[src/rtl/spi_master_pkg.sv]
package spi_master_pkg;
  // register word indices (byte address >> 2)
  localparam logic [9:0] IDX_CTRL  = 10'h000;
  localparam logic [9:0] IDX_EN    = 10'h001;
  localparam logic [9:0] IDX_DATA  = 10'h002;
  localparam logic [9:0] IDX_STAT  = 10'h003;
  localparam logic [9:0] IDX_DIV   = 10'h004;
  localparam logic [9:0] IDX_ID0   = 10'h3F8;
  localparam logic [9:0] IDX_ID1   = 10'h3F9;
  localparam logic [9:0] IDX_ID2   = 10'h3FA;
  localparam logic [9:0] IDX_ID3   = 10'h3FB;

  typedef struct packed {
    logic busy;
    logic rx_full;
    logic rx_nempty;
    logic tx_nfull;
    logic tx_empty;
  } stat_t;
endpackage

[src/rtl/spi_fifo.sv]
module spi_fifo #(
  parameter int W     = 16,
  parameter int DEPTH = 8,
  localparam int AW   = $clog2(DEPTH),
  localparam int CW   = AW + 1
) (
  input  logic          clk_i,
  input  logic          rst_ni,
  input  logic          push_i,
  input  logic [W-1:0]  data_i,
  input  logic          pop_i,
  output logic [W-1:0]  data_o,
  output logic          empty_o,
  output logic          full_o,
  output logic [CW-1:0] cnt_o
);
  logic [W-1:0]  mem [DEPTH];
  logic [AW-1:0] wr_ptr, rd_ptr;
  logic [CW-1:0] cnt_q;
  logic do_push, do_pop;

  assign empty_o = (cnt_q == '0);
  assign full_o  = (cnt_q == CW'(DEPTH));
  assign do_push = push_i && !full_o;
  assign do_pop  = pop_i && !empty_o;
  assign data_o  = mem[rd_ptr];
  assign cnt_o   = cnt_q;

  always_ff @(posedge clk_i) begin
    if (do_push) mem[wr_ptr] <= data_i;
  end

  always_ff @(posedge clk_i or negedge rst_ni) begin
    if (!rst_ni) begin
      wr_ptr <= '0;
      rd_ptr <= '0;
      cnt_q  <= '0;
    end else begin
      if (do_push) wr_ptr <= wr_ptr + 1'b1;
      if (do_pop)  rd_ptr <= rd_ptr + 1'b1;
      case ({do_push, do_pop})
        2'b10:   cnt_q <= cnt_q + 1'b1;
        2'b01:   cnt_q <= cnt_q - 1'b1;
        default: cnt_q <= cnt_q;
      endcase
    end
  end
endmodule

[src/rtl/spi_shifter.sv]
module spi_shifter #(
  parameter int W  = 16,
  localparam int IW = $clog2(W)
) (
  input  logic          clk_i,
  input  logic          rst_ni,
  input  logic          en_i,
  input  logic          start_i,
  input  logic [W-1:0]  data_i,
  input  logic [IW-1:0] last_i,
  input  logic [7:0]    half_i,
  input  logic          miso_i,
  output logic          active_o,
  output logic          done_o,
  output logic [W-1:0]  rx_o,
  output logic          sclk_o,
  output logic          mosi_o
);
  logic          active_q, sclk_q, done_q;
  logic [IW-1:0] idx_q;
  logic [7:0]    cnt_q;
  logic [W-1:0]  tx_sh, rx_sh;

  always_ff @(posedge clk_i or negedge rst_ni) begin
    if (!rst_ni) begin
      active_q <= 1'b0;
      sclk_q   <= 1'b0;
      done_q   <= 1'b0;
      idx_q    <= '0;
      cnt_q    <= '0;
      tx_sh    <= '0;
      rx_sh    <= '0;
    end else begin
      done_q <= 1'b0;
      if (!en_i) begin
        active_q <= 1'b0;
        sclk_q   <= 1'b0;
      end else if (!active_q) begin
        if (start_i) begin
          active_q <= 1'b1;
          tx_sh    <= data_i;
          rx_sh    <= '0;
          idx_q    <= last_i;
          cnt_q    <= '0;
          sclk_q   <= 1'b0;
        end
      end else if (cnt_q == half_i - 8'd1) begin
        cnt_q <= '0;
        if (!sclk_q) begin
          sclk_q <= 1'b1;
          rx_sh  <= {rx_sh[W-2:0], miso_i};
        end else begin
          sclk_q <= 1'b0;
          if (idx_q == '0) begin
            active_q <= 1'b0;
            done_q   <= 1'b1;
          end else begin
            idx_q <= idx_q - 1'b1;
          end
        end
      end else begin
        cnt_q <= cnt_q + 8'd1;
      end
    end
  end

  assign active_o = active_q;
  assign done_o   = done_q;
  assign rx_o     = rx_sh;
  assign sclk_o   = sclk_q;
  assign mosi_o   = active_q ? tx_sh[idx_q] : 1'b0;
endmodule

[src/rtl/spi_master_regs.sv]
module spi_master_regs
  import spi_master_pkg::*;
#(
  parameter int DW    = 16,
  parameter int DEPTH = 8,
  localparam int CW   = $clog2(DEPTH) + 1,
  localparam int IW   = $clog2(DW)
) (
  input  logic        clk_i,
  input  logic        rst_ni,
  input  logic        bus_sel_i,
  input  logic        bus_we_i,
  input  logic [11:0] bus_addr_i,
  input  logic [31:0] bus_wdata_i,
  output logic [31:0] bus_rdata_o,
  output logic        sclk_o,
  output logic        mosi_o,
  input  logic        miso_i,
  output logic        cs_n_o
);
  logic [IW-1:0] dss_q;
  logic          en_q;
  logic [7:0]    div_q;
  logic [9:0]    widx;
  logic          dr_wr, dr_rd;
  logic [DW-1:0] tx_head, rx_head, sh_rx;
  logic          tx_empty, tx_full, rx_empty, rx_full;
  logic [CW-1:0] tx_cnt, rx_cnt;
  logic          sh_active, sh_done, sh_start, rx_pop;
  logic [IW-1:0] last_bit;
  logic [7:0]    half;
  logic          busy;
  stat_t         stat;

  assign widx  = bus_addr_i[11:2];
  assign dr_wr = bus_sel_i && bus_we_i  && (widx == IDX_DATA);
  assign dr_rd = bus_sel_i && !bus_we_i && (widx == IDX_DATA);

  always_ff @(posedge clk_i or negedge rst_ni) begin
    if (!rst_ni) begin
      dss_q <= '0;
      en_q  <= 1'b0;
      div_q <= 8'd2;
    end else if (bus_sel_i && bus_we_i) begin
      case (widx)
        IDX_CTRL: dss_q <= bus_wdata_i[IW-1:0];
        IDX_EN:   en_q  <= bus_wdata_i[1];
        IDX_DIV:  div_q <= bus_wdata_i[7:0];
        default: ;
      endcase
    end
  end

  assign last_bit = (dss_q < IW'(3)) ? IW'(3) : dss_q;
  assign half     = (div_q[7:1] == 7'd0) ? 8'd1 : {1'b0, div_q[7:1]};
  // one idle cycle after each frame keeps the rx push ahead of the next start
  assign sh_start = en_q && !sh_active && !sh_done && !tx_empty && !rx_full;
  assign rx_pop   = dr_rd;
  assign busy     = sh_active || (en_q && !tx_empty);

  spi_fifo #(.W(DW), .DEPTH(DEPTH)) u_tx (
    .clk_i, .rst_ni,
    .push_i (dr_wr),
    .data_i (bus_wdata_i[DW-1:0]),
    .pop_i  (sh_start),
    .data_o (tx_head),
    .empty_o(tx_empty),
    .full_o (tx_full),
    .cnt_o  (tx_cnt)
  );

  spi_fifo #(.W(DW), .DEPTH(DEPTH)) u_rx (
    .clk_i, .rst_ni,
    .push_i (sh_done),
    .data_i (sh_rx),
    .pop_i  (rx_pop),
    .data_o (rx_head),
    .empty_o(rx_empty),
    .full_o (rx_full),
    .cnt_o  (rx_cnt)
  );

  spi_shifter #(.W(DW)) u_sh (
    .clk_i, .rst_ni,
    .en_i    (en_q),
    .start_i (sh_start),
    .data_i  (tx_head),
    .last_i  (last_bit),
    .half_i  (half),
    .miso_i  (miso_i),
    .active_o(sh_active),
    .done_o  (sh_done),
    .rx_o    (sh_rx),
    .sclk_o  (sclk_o),
    .mosi_o  (mosi_o)
  );

  always_comb begin
    stat.tx_empty  = tx_empty;
    stat.tx_nfull  = !tx_full;
    stat.rx_nempty = !rx_empty;
    stat.rx_full   = rx_full;
    stat.busy      = busy;
  end

  always_comb begin
    bus_rdata_o = '0;
    if (bus_sel_i && !bus_we_i) begin
      case (widx)
        IDX_CTRL: bus_rdata_o = 32'(dss_q);
        IDX_EN:   bus_rdata_o = {30'd0, en_q, 1'b0};
        IDX_DATA: bus_rdata_o = rx_empty ? 32'd0 : 32'(rx_head);
        IDX_STAT: bus_rdata_o = 32'(stat);
        IDX_DIV:  bus_rdata_o = {24'd0, div_q};
        IDX_ID0:  bus_rdata_o = 32'h22;
        IDX_ID1:  bus_rdata_o = 32'h10;
        IDX_ID2:  bus_rdata_o = 32'h04;
        IDX_ID3:  bus_rdata_o = 32'h00;
        default:  bus_rdata_o = '0;
      endcase
    end
  end

  assign cs_n_o = !busy;
endmodule

[config.mk]
export PLATFORM = sky130hd
export DESIGN_NAME = spi_master_regs
export DESIGN_NICKNAME = d
export VERILOG_FILES = /design/src/rtl/spi_master_pkg.sv /design/src/rtl/spi_fifo.sv /design/src/rtl/spi_shifter.sv /design/src/rtl/spi_master_regs.sv
export SDC_FILE = /design/constraint.sdc
export NUM_CORES = 1
export LEC_CHECK = 0
export BUFFER_PORTS_ARGS = -buffer_cell sky130_fd_sc_hd__buf_2
export CORE_ASPECT_RATIO = 1.4
export CORE_UTILIZATION = 50
export DETAILED_ROUTE_END_ITERATION = 10
export GPL_TIMING_DRIVEN = 0
export PLACE_DENSITY = 0.79
export SYNTH_ARGS = -nofsm -noshare
export SYNTH_HDL_FRONTEND = slang
export SYNTH_SLANG_ARGS = --single-unit
[constraint.sdc]
create_clock -name clk_i -period 3.1 [get_ports clk_i]
set_input_delay 0.155 -clock clk_i [delete_from_list [all_inputs] [get_ports clk_i]]
set_output_delay 0.155 -clock clk_i [all_outputs]
set_load 0.005 [all_outputs]
== After elaboration in Yosys (flattened, before gate mapping) ==
Memories as Yosys holds them, arrays and structs flattened. A register that Yosys moved wholly into a read port is not among the register bits.
Cells that the tools add are included.
Widths: inputs -> output; s select.
Storage, ports and cells
  register bits: 64
  bits in writable memories: 256
  input port bits: 49
  memories: 2
  output and inout bits: 35
Memories
  u_rx.mem: depth 8, width 16, read ports 1, clocked after memory_dff 0, wr ports 1, line spi_fifo.sv:17  | logic [W-1:0] mem [DEPTH];
  u_tx.mem: depth 8, width 16, read ports 1, clocked after memory_dff 1, wr ports 1, line spi_fifo.sv:17
Operators by class
  equality and inequality tests: 20
  muxes and demuxes: 42
  add/sub/neg operators: 11
  magnitude comparators: 2
  bitwise operators: 1
  reduce and logical (&&, ||, !) cells: 39
Operator list (number)
  $pmux 16 s8: 1
  $mux 16: 6
  $eq 10x10->1 const B: 3
  $mux 4: 6
  $mux 8: 3
  $mux 1: 22
  $eq 10x2->1 const B: 2
  $pmux 4 s2: 2
  $logic_and 1x1->1: 13
  $add 3x1->3 const B: 4
  $logic_not 4->1: 3
  $sub 4x1->4 const B: 3
  $eq 10x1->1 const B: 1
  $eq 10x3->1 const B: 1
  $logic_not 10->1: 1
  $reduce_and 2->1: 5
  $logic_not 1->1: 9
  $add 4x1->4 const B: 2
  $add 8x1->8 const B: 1
  $eq 4x4->1 const B: 2
  $eq 8x8->1: 1
  $ne 2x2->1 const B: 4
  $sub 7x1->8 const B: 1
  $logic_not 7->1: 1
  other kinds (14): 18

== Longest topological paths before layout ==
Gate-level depths: netlist (run 1).
  word-level depth: 8
  gate-level depth with buffers: 14
  gate-level depth less buffers: 13

== Hierarchy ==
Synthesis (run 1) repeated with hierarchy kept, for this count alone.
Unflattened totals
  cells, all modules: 875
  area, all modules: 14934.3 µm²
Modules (own cells, without submodules)
  spi_fifo (u_tx): instances 1, area an instance 5557.8 µm², cells an instance 253
  spi_fifo (u_rx): instances 1, area an instance 5556.6 µm², cells an instance 253
  spi_shifter: instances 1, area an instance 2597.5 µm², cells an instance 233
  spi_master_regs: instances 1, area an instance 1222.4 µm², cells an instance 136

== Least setup slack after synthesis (run 1) ==
No wires, ideal clock.
  path type: input to register
  from: input port bus_addr_i[9]
  to: memory u_tx.mem[0][0] (enable)
  arrival: 2.955 ns
  stages on the path: 8
  buffers on the path: 1
  setup time: 0.409 ns
  required time: 2.691 ns
  slack: -0.264 ns
  cell sequence: or4_4 > nor4_4 > and2b_2 > buf_6 > nand2_4 > nor4_4 > nand2b_2 > nor3_1
On the way
  word-level cells in the longest chain between the ends: 5
Ends and longest elaborated chain
  start, declared: line spi_master_regs.sv:13  | input logic [11:0] bus_addr_i,
  $eq 10x2->1: line spi_master_regs.sv:36  | assign dr_wr = bus_sel_i && bus_we_i && (widx == IDX_DATA);
  $logic_and 1x1->1: line spi_master_regs.sv:36
  $logic_and 1x1->1: line spi_fifo.sv:24  | assign do_push = push_i && !full_o;
  $mux 1: line spi_fifo.sv:30  | if (do_push) mem[wr_ptr] <= data_i;
  $mux 1 (implied by the code): line spi_fifo.sv:30
  end, declared: line spi_fifo.sv:17
Every way passes these cells.

== Worst setup path after layout (run 1) ==
  from: register u_rx.rd_ptr[1]
  to: output port bus_rdata_o[3]
On the way
  word-level cells in the longest chain between the ends: 4
Ends and longest elaborated chain
  start, declared: line spi_fifo.sv:18  | logic [AW-1:0] wr_ptr, rd_ptr;
  start signal, assigned: line spi_fifo.sv:40  | if (do_pop) rd_ptr <= rd_ptr + 1'b1;
  $mem_v2 8x16
  $mux 16: line spi_master_regs.sv:112  | IDX_DATA: bus_rdata_o = rx_empty ? 32'd0 : 32'(rx_head);
  $pmux 16 s8: line spi_master_regs.sv:109  | case (widx)
  $mux 16: line spi_master_regs.sv:108  | if (bus_sel_i && !bus_we_i) begin
  end, declared: line spi_master_regs.sv:15  | output logic [31:0] bus_rdata_o,
Every way passes these cells.

==> results of run 1 <==
==> cells by family after synthesis <==
| group | Yosys count | share of synthesized area |
|---|---|---|
| AO/OA/AOI/OAI | 91 | 0.0411 |
| XOR/XNOR | 27 | 0.0165 |
| multiplexers | 121 | 0.147 |
| buffers and inverters | 87 | 0.0288 |
| other | 1 | 0.000262 |
| AND/OR/NAND/NOR | 207 | 0.0755 |
| flip-flops | 336 | 0.677 |
| adder cells (fa/ha/maj) | 15 | 0.0142 |
==> per-layer routing <==
| layer | vias to the layer above | GRT usage | share of wire | wire (um) |
|---|---|---|---|---|
| met3 | 80 | 0.0262 | 0.043 | 1300 |
| met4 | 0 | 0.0703 | 0.032 | 956 |
| met5 | - | 0 | 0 | 0 |
| met1 | 4122 | 0.239 | 0.37 | 11100 |
| li1 | 3675 | - | - | - |
| met2 | 244 | 0.404 | 0.56 | 16700 |
==> metrics by stage <==
step                      hold slack (ns)  power [mW]  std cells  TNS, ns
after global routing                0.139        9.07       1419  -0.0218
after global placement              0.415        5.13       1319  -175.14
final                               0.109        8.85       1419        0
after floorplan                    -0.141        5.04        900        0
after detailed placement            0.152        5.14       1337   -13.19
after CTS                           0.118        8.89       1415        0
==> flip-flops by register name, summed over array words and instances, names as in the netlist <==
signal / count
div_q: 8
dss_q: 4
en_q: 1
u_rx.cnt_o: 4
u_rx.mem: 128
u_rx.rd_ptr: 3
u_rx.wr_ptr: 3
u_sh.active_o: 1
u_sh.cnt_q: 8
u_sh.done_o: 1
u_sh.idx_q: 4
u_sh.rx_o: 16
u_sh.sclk_o: 1
u_sh.tx_sh: 16
u_tx.cnt_o: 4
u_tx.mem: 128
u_tx.rd_ptr: 3
u_tx.wr_ptr: 3
==> power groups by stage <==
| stage | clock [mW] | combinational, mW | sequential (mW) |
|---|---|---|---|
| 2_1_floorplan | 0 | 0.121 | 4.92 |
| 3_3_place_gp | 0 | 0.211 | 4.92 |
| 6_report | 3.76 | 0.260 | 4.83 |
| 3_5_place_dp | 0 | 0.223 | 4.92 |
| 5_1_grt | 3.96 | 0.284 | 4.83 |
| 4_1_cts | 3.80 | 0.256 | 4.83 |
==> cells in the final DEF, fill, tap and decap left out, types with 5 or more instances in the layout <==
master	count
mux4_2	69
buf_8	6
nand3_1	13
a21oi_1	27
o21ai_0	12
edfxtp_1	256
o22ai_1	6
nand2b_1	6
nor2_2	7
nor4_4	5
xor2_1	12
conb_1	16
buf_4	37
dlygate4sd3_1	18
clkbuf_16	31
buf_6	5
mux2i_1	33
nor2_1	50
ha_1	12
dfrtp_1	75
nor3_1	5
clkbuf_1	24
mux2_2	17
buf_2	52
buf_1	9
a31oi_1	6
xnor2_1	15
inv_1	22
nand2_1	60
o211ai_1	16
clkinv_1	8
clkinv_2	6
nand4_1	21
==> worst min-delay path by stage <==
stage | from | to | cells after the start
global route | rst_ni | u_rx.cnt_o[2] | 2
detailed placement | rst_ni | u_rx.rd_ptr[0] | 1
global placement | bus_wdata_i[9] | u_tx.mem[5][9] | 1
floorplan | rst_ni | div_q[0] | 0
finish | rst_ni | u_sh.rx_o[12] | 2
CTS | rst_ni | u_rx.wr_ptr[1] | 2
==> timing repair <==
| item | in CTS | in global routing |
|---|---|---|
| pin swaps | 4 | 4 |
| hold endpoints to repair | 212 | 0 |
| buffers inserted | 4 | 5 |
| setup endpoints to repair | 35 | 35 |
| gates resized for setup | 16 | 14 |
| hold buffers | 18 | 0 |
| gates cloned | 0 | 0 |
==> layout make-up <==
class | count | area [sq um]
buffer | 62 | 349
clock buffer | 35 | 791
clock inverter | 22 | 211
fill | 2004 | 11200
inverter | 23 | 86.3
multi-input combinational | 477 | 4410
sequential | 336 | 9700
tap | 370 | 463
timing repair buffer | 94 | 731
==> synthesized netlist by cell type (6+ instances only) <==
cell type | number | area share
a21oi_1 | 29 | 0.010
a31oi_1 | 6 | 0.0026
buf_1 | 12 | 0.0031
buf_2 | 8 | 0.0028
buf_4 | 18 | 0.0094
clkbuf_1 | 25 | 0.0066
dfrtp_1 | 79 | 0.14
edfxtp_1 | 256 | 0.54
ha_1 | 13 | 0.011
inv_1 | 22 | 0.0058
mux2_2 | 17 | 0.013
mux2i_1 | 33 | 0.023
mux4_2 | 69 | 0.11
nand2_1 | 60 | 0.016
nand2b_1 | 6 | 0.0026
nand3_1 | 13 | 0.0045
nand4_1 | 21 | 0.0092
nor2_1 | 57 | 0.015
nor3_1 | 10 | 0.0035
o211ai_1 | 16 | 0.0084
o21ai_0 | 12 | 0.0042
o22ai_1 | 6 | 0.0026
xnor2_1 | 15 | 0.0092
xor2_1 | 12 | 0.0073
==> metrics.md, run 1 <==
| Metric | Value |
|---|---|
| Run status | finished clean |
| Final setup viols | 0 |
| Slew HR | 0.372 |
| Die H | about 200 um |
| Reg clk slew, reported paths | 0.06 ns |
| CP top delay family | buffers and inverters |
| Yosys warns | 0 |
| Comb power frac | 0.029 |
| Worst setup margin | roughly 0.11 ns |
| Vias per cell | between 5 and 6 |
| Total CTS buffers | 31 |
| CP most frequent cell | nor2_1 |
| Crit-path max FO | 10 |
| CTS tree | built |
| Post-DP Area | roughly 15000 sq um |
| CP max stage cell | dfrtp_1 |
| Static leakage | between 5 and 6 nW |
| Fmax | approximately 330 MHz |
| Core Area | 27900 sq um |
| Standard-cell rows | 72 |
| Crit path launch type | flop |
| WP data arrival | 2.84 ns |
| Detailed Route Iter0 Violations | ~730 |
| Clock insertion delay at the later pin of the skew report | 0.56 ns |
| Min-Delay Path Class | in -> async |
| Final #Nets | approximately 1100 |
| Cell Area, Synth | ~14000 sq um |
| NetSw | ~1.8 mW |
| Syn Area/Cell | roughly 16 sq um |
| Pwr dens | around 530 nW/um^2 |
| Fin. max-slew vios | 0 |
| Total die area | between 20000 and 30000 sq um |
| Worst vdd ir | around 520 uV |
| Post-synth cell types | 66 |
| Number of synthesized flops with an enable pin | between 200 and 300 |
| Endpoints failing hold | 0 |
| Internal reg-to-reg setup slack | roughly 0.13 ns |
| Routed len/inst | 21.2 um |
| CP Cell Sequence | clkbuf_1 -> clkbuf_2 -> mux4_2 -> mux2i_1 -> nor2_1 -> a221oi_1 -> nor2_1 -> buf_2 |
| Yosys reg bits | between 300 and 400 |
| First-pass GRT wire length | 47400 um |
| Detail Route Antenna Nets | 0 |
| Seq pwr share | 0.546 |
| Post-route DRC | 0 |
| CP Buf/Inv Count | 3 |
| Stages on worst setup path | 8 |
| Post-detail-place hpwl | around 20000 um |
| R2R Path Start | div_q[5] |
| Gpl congestion | around 0.85 |
| Synthesis-to-layout area growth | 16.9% |
| Layout cells sized above 1 | 0.269 |
| Largest net degree at the start of global routing | between 50 and 60 |
| Design area | 16700 sq um |
| Root Buffer | clkbuf_16 |
| Clock Sinks | around 340 |
| IO Port Bufs | 49 |
| CTS H-Tree Depth | 1 |
| Int Pwr | 7.09 mW |
| Clk network pwr share | 0.425 |
| Chip width | around 150 um |
| Max-Cap Viols | 0 |
| Critical path type | reg -> out |
| Max stage delay on crit path | about 0.37 ns |
| Worst setup EP type | output pin |
| Iteration count of the initial detailed-routing pass | 5 |
| I/O pin cnt | 84 |
| RR Endpoint | u_sh.cnt_q[5] |
| Routed vias | around 8100 |
| Drt total wl | around 30000 um |
| Initial antenna violation count | 0 |
| Post-synthesis cell count | ~890 |
| Measured slew at the worst slew-check pin | roughly 0.94 ns |
| Period minus WS final | 2.99 ns |
| CTS max path bufs | 3 |
| Fin crit share | 0.965 |
| Worst path required time | 2.94 ns |
| R2R cell count | 11 |
| Register area share after synthesis | 0.677 |
| Vias in the first global route | 8565 |
| Async S/R FF share, synth | 0.238 |
| Switching part of the total | 0.200 |
| Starting Density | 0.513 |
| Grt ovf | 0 |
| ANT cells | 0 |
| Gr usage total | 0.210 |
| Clock skew | between 0.01 and 0.015 ns |
| End of the critical path | bus_rdata_o[3] |
| Setup Slack @ Placement | -0.584 ns |
| Setup crit start | u_rx.rd_ptr[1] |
| Synth Flop Type | edfxtp_1 |
| Final Util | 0.599 |
Power figures use the tool's default switching activity.
==> run 2: changes to the inputs <==
--- a/config.mk
+++ b/config.mk
@@ -11,6 +11,7 @@
 export DETAILED_ROUTE_END_ITERATION = 10
 export GPL_TIMING_DRIVEN = 0
 export PLACE_DENSITY = 0.79
+export RECOVER_POWER = 25
 export SYNTH_ARGS = -nofsm -noshare
 export SYNTH_HDL_FRONTEND = slang
 export SYNTH_SLANG_ARGS = --single-unit
==> metrics.md, run 2 (same netlist as run 1, synthesis figures left out) <==
| Metric | Value |
|---|---|
| Run status | finished with violations |
| Failing checks | capacitance limit, slew limit |
| Worst setup margin | around 0.11 ns |
| Endpoints failing hold | 0 |
| Most common cell after layout, fill and taps aside | edfxtp_1 |
| Measured slew at the worst slew-check pin | roughly 2.1 ns |
| DP Cell Count | 1337 |
| Grt ovf | 0 |
| Crit path launch type | flop |
| Post-route DRC | 0 |
| Final Util | 0.598 |
| Pwr dens | approximately 530 nW/um^2 |
| Slew HR | -0.410 |
| CTS tree | built |
| Setup Slack @ Placement | -0.584 ns |
| Largest net degree at the start of global routing | a little over 50 |
| Min-Delay Path Class | in -> reg |
| Period minus WS final | around 3 ns |
| Worst setup EP type | output pin |
| CTS H-Tree Depth | 1 |
| Clock insertion delay at the later pin of the skew report | 0.56 ns |
| CP max stage cell | dfrtp_1 |
| Standard-cell rows | 72 |
| Max-Cap Viols | 1 |
| ANT cells | 0 |
| Worst vdd ir | ~520 uV |
| Detail Route Antenna Nets | 0 |
| Critical path type | reg -> out |
| CTS max path bufs | 3 |
| Most frequent cells in the layout | edfxtp_1, dfrtp_1, mux4_2 |
| Top Registers | u_rx.mem x128, u_tx.mem x128 |
| Fin. max-slew vios | 31 |
| WHS | 0.141 ns |
| Synthesis-to-layout area growth | 16.7% |
| Reg clk slew, reported paths | around 0.06 ns |
| Clock skew | about 0.014 ns |
| Static leakage | ~5.6 nW |
| Starting Density | 0.513 |
| Total CTS buffers | 31 |
| Clock Sinks | 336 |
| CP most frequent cell | nor2_1 |
| Total die area | just under 30000 sq um |
| Worst path required time | 2.94 ns |
| Final setup viols | 0 |
| Fmax | around 330 MHz |
| Vias per cell | 5.73 |
| Detailed Route Iter0 Violations | about 700 |
| IO Port Bufs | 49 |
| Routed vias | 8136 |
| Core Area | between 20000 and 30000 sq um |
| Final Non-Filler Cells | 1419 |
| Drt total wl | between 30000 and 40000 um |
| Max stage delay on crit path | 0.37 ns |
| Fin crit share | 0.963 |
| Routed len/inst | 21.2 um |
| Post-detail-place hpwl | 20000 um |
| Gpl congestion | between 0.8 and 0.9 |
| Root Buffer | clkbuf_16 |
| Vias in the first global route | 8565 |
| I/O pin cnt | 84 |
| Chip width | between 100 and 150 um |
| Design area | approximately 17000 sq um |
| Crit-path max FO | 10 |
| Gr usage total | 0.210 |
| CP Cell Sequence | clkbuf_1 -> clkbuf_2 -> mux4_2 -> mux2i_1 -> nor2_1 -> a221oi_1 -> nor2_1 -> buf_2 |
| WP data arrival | between 2 and 3 ns |
| First-pass GRT wire length | 47400 um |
| Initial antenna violation count | 0 |
| Iteration count of the initial detailed-routing pass | 5 |
| Final #Nets | ~1100 |
| FILL cells | 2016 |
| Layout cells sized above 1 | 0.253 |
| Post-DP Area | about 15000 sq um |
| Die H | around 200 um |
-- run 2: cell count changes in the layout (fill, tap and decap cells not counted), sizes merged --
cell / previous run / this run
clkbuf: 61 / 78
buf: 111 / 94
-- run 2: worst max-delay path: cells and delay by family, from the launching register on --
kind                   cells  cell delay [ns]
AO/OA/AOI/OAI              1             0.22
buffers and inverters      3             0.88
flip-flops                 1             0.37
multiplexers               2             0.60
AND/OR/NAND/NOR            2             0.20
-- run 2: timing repair --
action | 4_1_cts | 5_1_grt
gates resized for setup | 16 | 14
buffers inserted | 4 | 5
hold buffers | 18 | 0
endpoints found under the setup margin | 35 | 35
pin swaps | 4 | 4
gates cloned | 0 | 0
hold endpoints to repair | 212 | 0
-- run 2: metrics by stage --
stage / power, mW / TNS (ns)
final: 8.85 / 0
after global routing: 9.07 / -0.0218
after CTS: 8.89 / 0
after detailed placement: 5.14 / -13.19
after global placement: 5.13 / -175.14
after floorplan: 5.04 / 0
-- run 2: worst paths after layout --
path	start	end	slack [ns]	depth (start not counted)
worst max-delay path	u_rx.rd_ptr[1]	bus_rdata_o[3]	0.11	8
min in group asynchronous	rst_ni	u_sh.rx_o[12]	0.75	2
max in group asynchronous	rst_ni	u_rx.cnt_o[0]	0.98	2
worst min register to register	div_q[0]	div_q[0]	0.50	1
worst max register to register	div_q[7]	u_sh.cnt_q[5]	0.12	11
worst min-delay path	bus_sel_i	dss_q[1]	0.14	3
-- run 2: area by class of cell --
cell class | instances | area, sq um | area share
tap | 370 | 463 | 0.0277
buffer | 62 | 349 | 0.0209
multi-input combinational | 477 | 4410 | 0.264
clock inverter | 22 | 211 | 0.0127
clock buffer | 35 | 791 | 0.0473
inverter | 23 | 86.3 | 0.00517
timing repair buffer | 94 | 707 | 0.0423
sequential | 336 | 9700 | 0.580
-- run 2: metal layers --
metal / global-route usage / part of all wire / vias up
met5: 0 / 0 / -
met2: 0.404 / 0.56 / 246
met1: 0.239 / 0.37 / 4141
met4: 0.0703 / 0.032 / 0
met3: 0.0262 / 0.042 / 80
li1: - / - / 3669
-- run 2: report_power, final --
group	leakage (nW)	switching (mW)	internal, mW	total [mW]
combinational	1.92	0.157	0.100	0.258
sequential	3.23	0.00545	4.82	4.83
clock	0.484	1.60	2.16	3.76
